==> src/rtl/fpx_pkg.sv <==
package fpx_pkg;
    localparam int DBL_W      = 64;
    localparam int DBL_EXP_W  = 11;
    localparam int DBL_FRAC_W = 52;
    localparam int EXT_EXP_W  = 15;
    localparam int EXT_SIG_W  = 64;
    localparam int WORD_W     = 32;
    localparam int SE_W       = EXT_EXP_W + 1;
    localparam int EXT_W      = EXT_SIG_W + SE_W;
    localparam int DBL_BIAS   = (1 << (DBL_EXP_W - 1)) - 1;
    localparam int EXT_BIAS   = (1 << (EXT_EXP_W - 1)) - 1;
    localparam int REBIAS     = EXT_BIAS - DBL_BIAS;
    localparam int SIG_PAD    = EXT_SIG_W - 1 - DBL_FRAC_W;
    localparam int DBL_EMAX   = (1 << DBL_EXP_W) - 1;
    localparam int MANT_W     = DBL_FRAC_W + 1;
    localparam int LZ_W       = $clog2(EXT_SIG_W + 1);

    typedef struct packed {
        logic                  sign;
        logic [DBL_EXP_W-1:0]  exp;
        logic [DBL_FRAC_W-1:0] frac;
    } dbl_t;

    typedef struct packed {
        logic                 sign;
        logic [EXT_EXP_W-1:0] exp;
        logic [EXT_SIG_W-1:0] sig;
    } ext_t;
endpackage

==> src/rtl/fpx_lzc.sv <==
module fpx_lzc #(
    parameter int WIDTH = 64,
    localparam int CNT_W = $clog2(WIDTH + 1)
) (
    input  logic [WIDTH-1:0] vec,
    output logic [CNT_W-1:0] cnt
);
    // above_zero[i]: every bit above position i is zero
    logic [WIDTH-1:0] above_zero;
    logic [WIDTH-1:0] first_one;

    assign above_zero[WIDTH-1] = 1'b1;
    genvar g;
    generate
        for (g = WIDTH - 2; g >= 0; g--) begin : g_scan
            assign above_zero[g] = above_zero[g+1] & ~vec[g+1];
        end
        for (g = 0; g < WIDTH; g++) begin : g_first
            assign first_one[g] = above_zero[g] & vec[g];
        end
    endgenerate

    always_comb begin
        cnt = CNT_W'(WIDTH);
        for (int i = 0; i < WIDTH; i++) begin
            if (first_one[i]) cnt = CNT_W'(WIDTH - 1 - i);
        end
    end
endmodule

==> src/rtl/fpx_widen.sv <==
module fpx_widen
    import fpx_pkg::*;
(
    input  dbl_t din,
    output ext_t dout
);
    always_comb begin
        dout.sign = din.sign;
        if (din.exp == '0) begin
            dout.exp = '0;
            dout.sig = {1'b0, din.frac, {SIG_PAD{1'b0}}};
        end else if (din.exp == DBL_EXP_W'(DBL_EMAX)) begin
            dout.exp = '1;
            dout.sig = {1'b1, din.frac, {SIG_PAD{1'b0}}};
        end else begin
            dout.exp = EXT_EXP_W'(din.exp) + EXT_EXP_W'(REBIAS);
            dout.sig = {1'b1, din.frac, {SIG_PAD{1'b0}}};
        end
    end
endmodule

==> src/rtl/fpx_narrow.sv <==
module fpx_narrow
    import fpx_pkg::*;
(
    input  ext_t din,
    output dbl_t dout
);
    logic [LZ_W-1:0]      lz;
    logic [EXT_SIG_W-1:0] norm;
    logic [MANT_W-1:0]    mant;
    logic [MANT_W-1:0]    mant_sh;
    int                   bexp;
    int                   rsh;

    fpx_lzc #(.WIDTH(EXT_SIG_W)) u_lzc (
        .vec (din.sig),
        .cnt (lz)
    );

    always_comb begin
        norm    = din.sig << lz;
        mant    = {1'b1, norm[EXT_SIG_W-2 -: DBL_FRAC_W]};
        bexp    = int'(din.exp) - REBIAS - int'(lz);
        rsh     = 1 - bexp;
        mant_sh = (rsh >= 0 && rsh <= MANT_W) ? (mant >> rsh[6:0]) : '0;

        dout.sign = din.sign;
        dout.exp  = '0;
        dout.frac = '0;
        if (din.exp == '1) begin
            dout.exp = '1;
            if (din.sig[EXT_SIG_W-2:0] != '0)
                dout.frac = {1'b1, din.sig[EXT_SIG_W-3 -: DBL_FRAC_W-1]};
        end else if (din.sig == '0) begin
            dout.exp  = '0;
        end else if (bexp >= DBL_EMAX) begin
            dout.exp  = '1;
        end else if (bexp >= 1) begin
            dout.exp  = bexp[DBL_EXP_W-1:0];
            dout.frac = norm[EXT_SIG_W-2 -: DBL_FRAC_W];
        end else begin
            dout.frac = mant_sh[DBL_FRAC_W-1:0];
        end
    end
endmodule

==> src/rtl/fpx_stage.sv <==
module fpx_stage #(
    parameter int WIDTH = 64
) (
    input  logic             clk,
    input  logic             rst_n,
    input  logic             in_valid,
    output logic             in_ready,
    input  logic [WIDTH-1:0] in_data,
    output logic             out_valid,
    input  logic             out_ready,
    output logic [WIDTH-1:0] out_data
);
    typedef struct packed {
        logic             vld;
        logic [WIDTH-1:0] dat;
    } stage_t;

    stage_t st_d, st_q;

    always_comb begin
        st_d     = st_q;
        in_ready = !st_q.vld || out_ready;
        if (in_valid && in_ready) begin
            st_d.vld = 1'b1;
            st_d.dat = in_data;
        end else if (out_ready) begin
            st_d.vld = 1'b0;
        end
    end

    always_ff @(posedge clk or negedge rst_n) begin
        if (!rst_n) st_q <= '0;
        else        st_q <= st_d;
    end

    assign out_valid = st_q.vld;
    assign out_data  = st_q.dat;
endmodule

==> src/rtl/fpx_convert.sv <==
module fpx_convert
    import fpx_pkg::*;
(
    input  logic              clk,
    input  logic              rst_n,
    input  logic              wid_in_valid,
    output logic              wid_in_ready,
    input  logic [DBL_W-1:0]  wid_in_dbl,
    output logic              wid_out_valid,
    input  logic              wid_out_ready,
    output logic [WORD_W-1:0] wid_out_lo,
    output logic [WORD_W-1:0] wid_out_hi,
    output logic [SE_W-1:0]   wid_out_se,
    input  logic              nar_in_valid,
    output logic              nar_in_ready,
    input  logic [WORD_W-1:0] nar_in_lo,
    input  logic [WORD_W-1:0] nar_in_hi,
    input  logic [SE_W-1:0]   nar_in_se,
    output logic              nar_out_valid,
    input  logic              nar_out_ready,
    output logic [DBL_W-1:0]  nar_out_dbl
);
    ext_t wid_ext;
    ext_t nar_ext;
    dbl_t nar_dbl;
    logic [EXT_W-1:0] wid_words_d, wid_words_q;

    // widening path: compute, then pack into store order {se, hi, lo}
    fpx_widen u_widen (
        .din  (dbl_t'(wid_in_dbl)),
        .dout (wid_ext)
    );

    assign wid_words_d = {wid_ext.sign, wid_ext.exp,
                          wid_ext.sig[EXT_SIG_W-1 -: WORD_W],
                          wid_ext.sig[WORD_W-1:0]};

    fpx_stage #(.WIDTH(EXT_W)) u_wid_stage (
        .clk       (clk),
        .rst_n     (rst_n),
        .in_valid  (wid_in_valid),
        .in_ready  (wid_in_ready),
        .in_data   (wid_words_d),
        .out_valid (wid_out_valid),
        .out_ready (wid_out_ready),
        .out_data  (wid_words_q)
    );

    assign wid_out_se = wid_words_q[EXT_W-1 -: SE_W];
    assign wid_out_hi = wid_words_q[2*WORD_W-1 -: WORD_W];
    assign wid_out_lo = wid_words_q[WORD_W-1:0];

    // narrowing path
    assign nar_ext.sign = nar_in_se[SE_W-1];
    assign nar_ext.exp  = nar_in_se[EXT_EXP_W-1:0];
    assign nar_ext.sig  = {nar_in_hi, nar_in_lo};

    fpx_narrow u_narrow (
        .din  (nar_ext),
        .dout (nar_dbl)
    );

    fpx_stage #(.WIDTH(DBL_W)) u_nar_stage (
        .clk       (clk),
        .rst_n     (rst_n),
        .in_valid  (nar_in_valid),
        .in_ready  (nar_in_ready),
        .in_data   (DBL_W'(nar_dbl)),
        .out_valid (nar_out_valid),
        .out_ready (nar_out_ready),
        .out_data  (nar_out_dbl)
    );
endmodule

==> config.mk <==
export PLATFORM = sky130hd
export DESIGN_NAME = fpx_convert
export DESIGN_NICKNAME = d
export VERILOG_FILES = /design/src/rtl/fpx_pkg.sv /design/src/rtl/fpx_lzc.sv /design/src/rtl/fpx_widen.sv /design/src/rtl/fpx_narrow.sv /design/src/rtl/fpx_stage.sv /design/src/rtl/fpx_convert.sv
export SDC_FILE = /design/constraint.sdc
export NUM_CORES = 1
export LEC_CHECK = 0
export BUFFER_PORTS_ARGS = -buffer_cell sky130_fd_sc_hd__buf_2
export CAP_MARGIN = 25
export CORE_MARGIN = 5
export CORE_UTILIZATION = 40
export CTS_BUF_LIST = sky130_fd_sc_hd__clkbuf_4 sky130_fd_sc_hd__clkbuf_8
export DETAILED_ROUTE_END_ITERATION = 16
export GPL_TIMING_DRIVEN = 0
export PLACE_DENSITY = 0.66
export SYNTH_ARGS = -nofsm -noshare
export SYNTH_HDL_FRONTEND = slang
export SYNTH_HIERARCHICAL = 1
export SYNTH_SLANG_ARGS = --single-unit
export TNS_END_PERCENT = 50
==> constraint.sdc <==
create_clock -name clk -period 1.1 [get_ports clk]
set_input_delay 0.22 -clock clk [delete_from_list [all_inputs] [get_ports clk]]
set_output_delay 0.22 -clock clk [all_outputs]
set_load 0.02 [all_outputs]
==> impl_metrics.toml <==
[run_status]
status = "finished with violations"
violations = "negative hold slack, negative setup slack"

[layout]
nNetsFinal = 2896
regArea_sq_um = 3650
final_cell_mix = "buf_4, buf_2, mux2_4"
design_area_sq_um = 29300
instances_no_fill = 3350
nFillCells = 3540
final_common_cell = "buf_4"
synthToLayoutAreaGrowth_pct = 58.1
final_util = 0.643
multi_input_area_sq_um = 17000
drive_gt1_frac = 0.547

[logic_synthesis]
synthesis.area_sq_um = 18500
avgSynthCellArea_sq_um = 8.86
ys_warn_count = 6
ys_types = 103
synth_cells = 2093
ys_ff_latch = 146
synth_enable_flop_cells = 0
synth_ff_type = "dfrtp_1"
ys_seq_area_frac = 0.197
synthArstFlopShare = 1.00

[clock_network]
root_buffer = "clkbuf_8"
clock_sinks = 146
htree_levels = 4
cts_buffer_depth = 2
clk_latency_ps = 460
clk_pin_slew_worst_paths_ps = 90
cts_tree = "built"
cts_buffers = 17

[timing]
holdWs_ps = -286
timing.fmax_mhz = 167
layout_setup_ws_ps = -4900
period_minus_slack_ps = 6000
setup_viol = 292
slew_violations = 0
relSlewSlack = 0.271
grt_setup_unrepaired = "yes"
period_share = 5.45
fin_tns_setup_ps = -336400
tightestPinTransition_ps = 1090
finalClockSkew_ps = 12.5
hold_viol = 58

[die]
core.rowCount = 78
die_area_sq_um = 50800
chipHeight_microns = 225
start_util = 0.407
die_x_microns = 225
pin_count = 298
coreArea_sq_um = 45600

[power_and_ir_drop]
netSwitchingFraction = 0.503
p_sw_mw = 18.5
internal_power_mw = 18.3
clkPwrFrac = 0.110
seqPwrFrac = 0.180
p_leak_nw = 12.1
peakVddDrop_mv = 1.24
power_frac_comb = 0.710
total_power_mw = 36.8
powerDensity_nw_per_um2 = 1260

[grt]
grt_util_all_layers = 0.442
grt_pass1_vias = 22803
grt_max_degree = 89
antenna_found_initial = 2
globalRouteOverflowTotal = 0
grt_pass1_wl_microns = 166000

[route]
drtPass1Iterations = 9
antenna_left = 0
wirelength_microns = 123000
drtIter0Drc = 3523
vias = 24548
routedWlPerCell_microns = 36.7
vias_per_cell = 7.33
drc = 0

[worst_setup_path]
end_kind = "register"
worstSetupPathType = "input port to register"
crit_required_ps = 1510
worstPathArrival_ps = 6410
crit_path_start_kind = "input port"
crit_fanout = 10

[placement]
placedInstanceArea_sq_um = 21000
place_ws_ps = -7390
hpwl_microns = 87300
placed_cells = 2953
port_buffers = 239
gp_routability_congestion = 1.09

[job]
drv_cap = 0

[worst_hold_path]
min_path_type = "input port to asynchronous set/reset pin"
[power groups by stage]
stage	Sequential, mW	Combinational, mW	Clock [mW]
after floorplan	7.54	9.72	0
after global placement	6.62	17.9	0
after detailed placement	6.67	17.8	0
after CTS	6.57	22.8	4.13
after global routing	6.71	26.3	4.36
final	6.63	26.2	4.04
[metal layers]
metal  vias up  global-route usage  share of wire
li1       9473                   -              -
met1     11804               0.546           0.35
met2      2454               0.663           0.42
met3       815               0.139           0.14
met4         2               0.292           0.10
met5         -                   0        0.00011
[state kept, by name, indices dropped and copies added, names as in the netlist]
| signal | count |
|---|---|
| u_nar_stage/out_data | 64 |
| u_wid_stage/out_data | 80 |
| u_nar_stage/out_valid | 1 |
| u_wid_stage/out_valid | 1 |
[final timing paths]
check | startpoint | to | slack (ps) | depth (start not counted)
min in group clk | wid_in_dbl[47] | u_wid_stage/out_data[58] | 40 | 2
hold / removal | rst_n | u_nar_stage/out_data[28] | -290 | 1
hold reg to reg | u_nar_stage/out_data[51] | u_nar_stage/out_data[51] | 510 | 1
max in group asynchronous | rst_n | u_nar_stage/out_data[5] | 520 | 2
setup / recovery | nar_in_hi[30] | u_nar_stage/out_data[13] | -4900 | 26
setup reg to reg | u_wid_stage/out_valid | u_wid_stage/out_data[14] | -350 | 5
[repair_timing]
action,CTS,global route
cloned,6,13
hold buffers,53,1
endpoints found under the hold margin,111,59
resized for setup,690,319
pin swaps,148,85
setup buffers,216,92
endpoints found under the setup margin,292,292
[worst max-delay path, cell delays in order]
cell and delay (ps):
buf_8 120, nor4_4 500, nand3_2 180, nor4_4 250
buf_4 190, buf_6 100, o211ai_1 190, a311oi_4 470
buf_4 190, clkbuf_4 200, nor2_1 120, clkbuf_2 280
a22oi_2 560, a21oi_2 130, a2111oi_0 480, buf_2 230
or4_1 130, buf_6 140, nor2_1 60, o31a_1 270
buf_4 140, mux4_2 450, a2bb2oi_1 170, a21boi_4 230
a221o_1 220, mux2_4 160
[cell usage after synthesis (all sizes together) (27+ instances only)]
cell type	count	area [sq um]
mux2	202	2810
nor2	176	663
nand2	165	637
dfrtp	146	3650
o21ai	127	636
buf	124	921
clkbuf	109	409
mux2i	109	1090
a21oi	79	395
a22oi	66	495
o22ai	59	369
mux4	56	1260
nor3	53	265
nand3	51	255
nor4	41	382
o211ai	31	233
inv	27	101
[area by class of cell]
type,count,area share
well taps,600,0.0256
plain buffers,226,0.0674
flip-flops and latches,146,0.125
clock buffers,17,0.00798
repair buffers,615,0.184
multi-input cells,1696,0.578
repair inverters,1,0.000555
diodes,3,0.000256
inverters,31,0.00649
clock inverters,15,0.00495
[cells by family after synthesis]
| kind of cell | count (synthesis) | share of synthesized area |
|---|---|---|
| other | 1 | 0.000202 |
| DFF | 146 | 0.197 |
| adders and majority gates | 12 | 0.00850 |
| buffers and inverters | 264 | 0.0780 |
| muxes | 367 | 0.279 |
| and+or+nand+nor | 620 | 0.170 |
| AOI/OAI and AO/OA | 661 | 0.257 |
| xor gates and xnor gates | 22 | 0.0104 |
(Power assumes the default switching activity.)
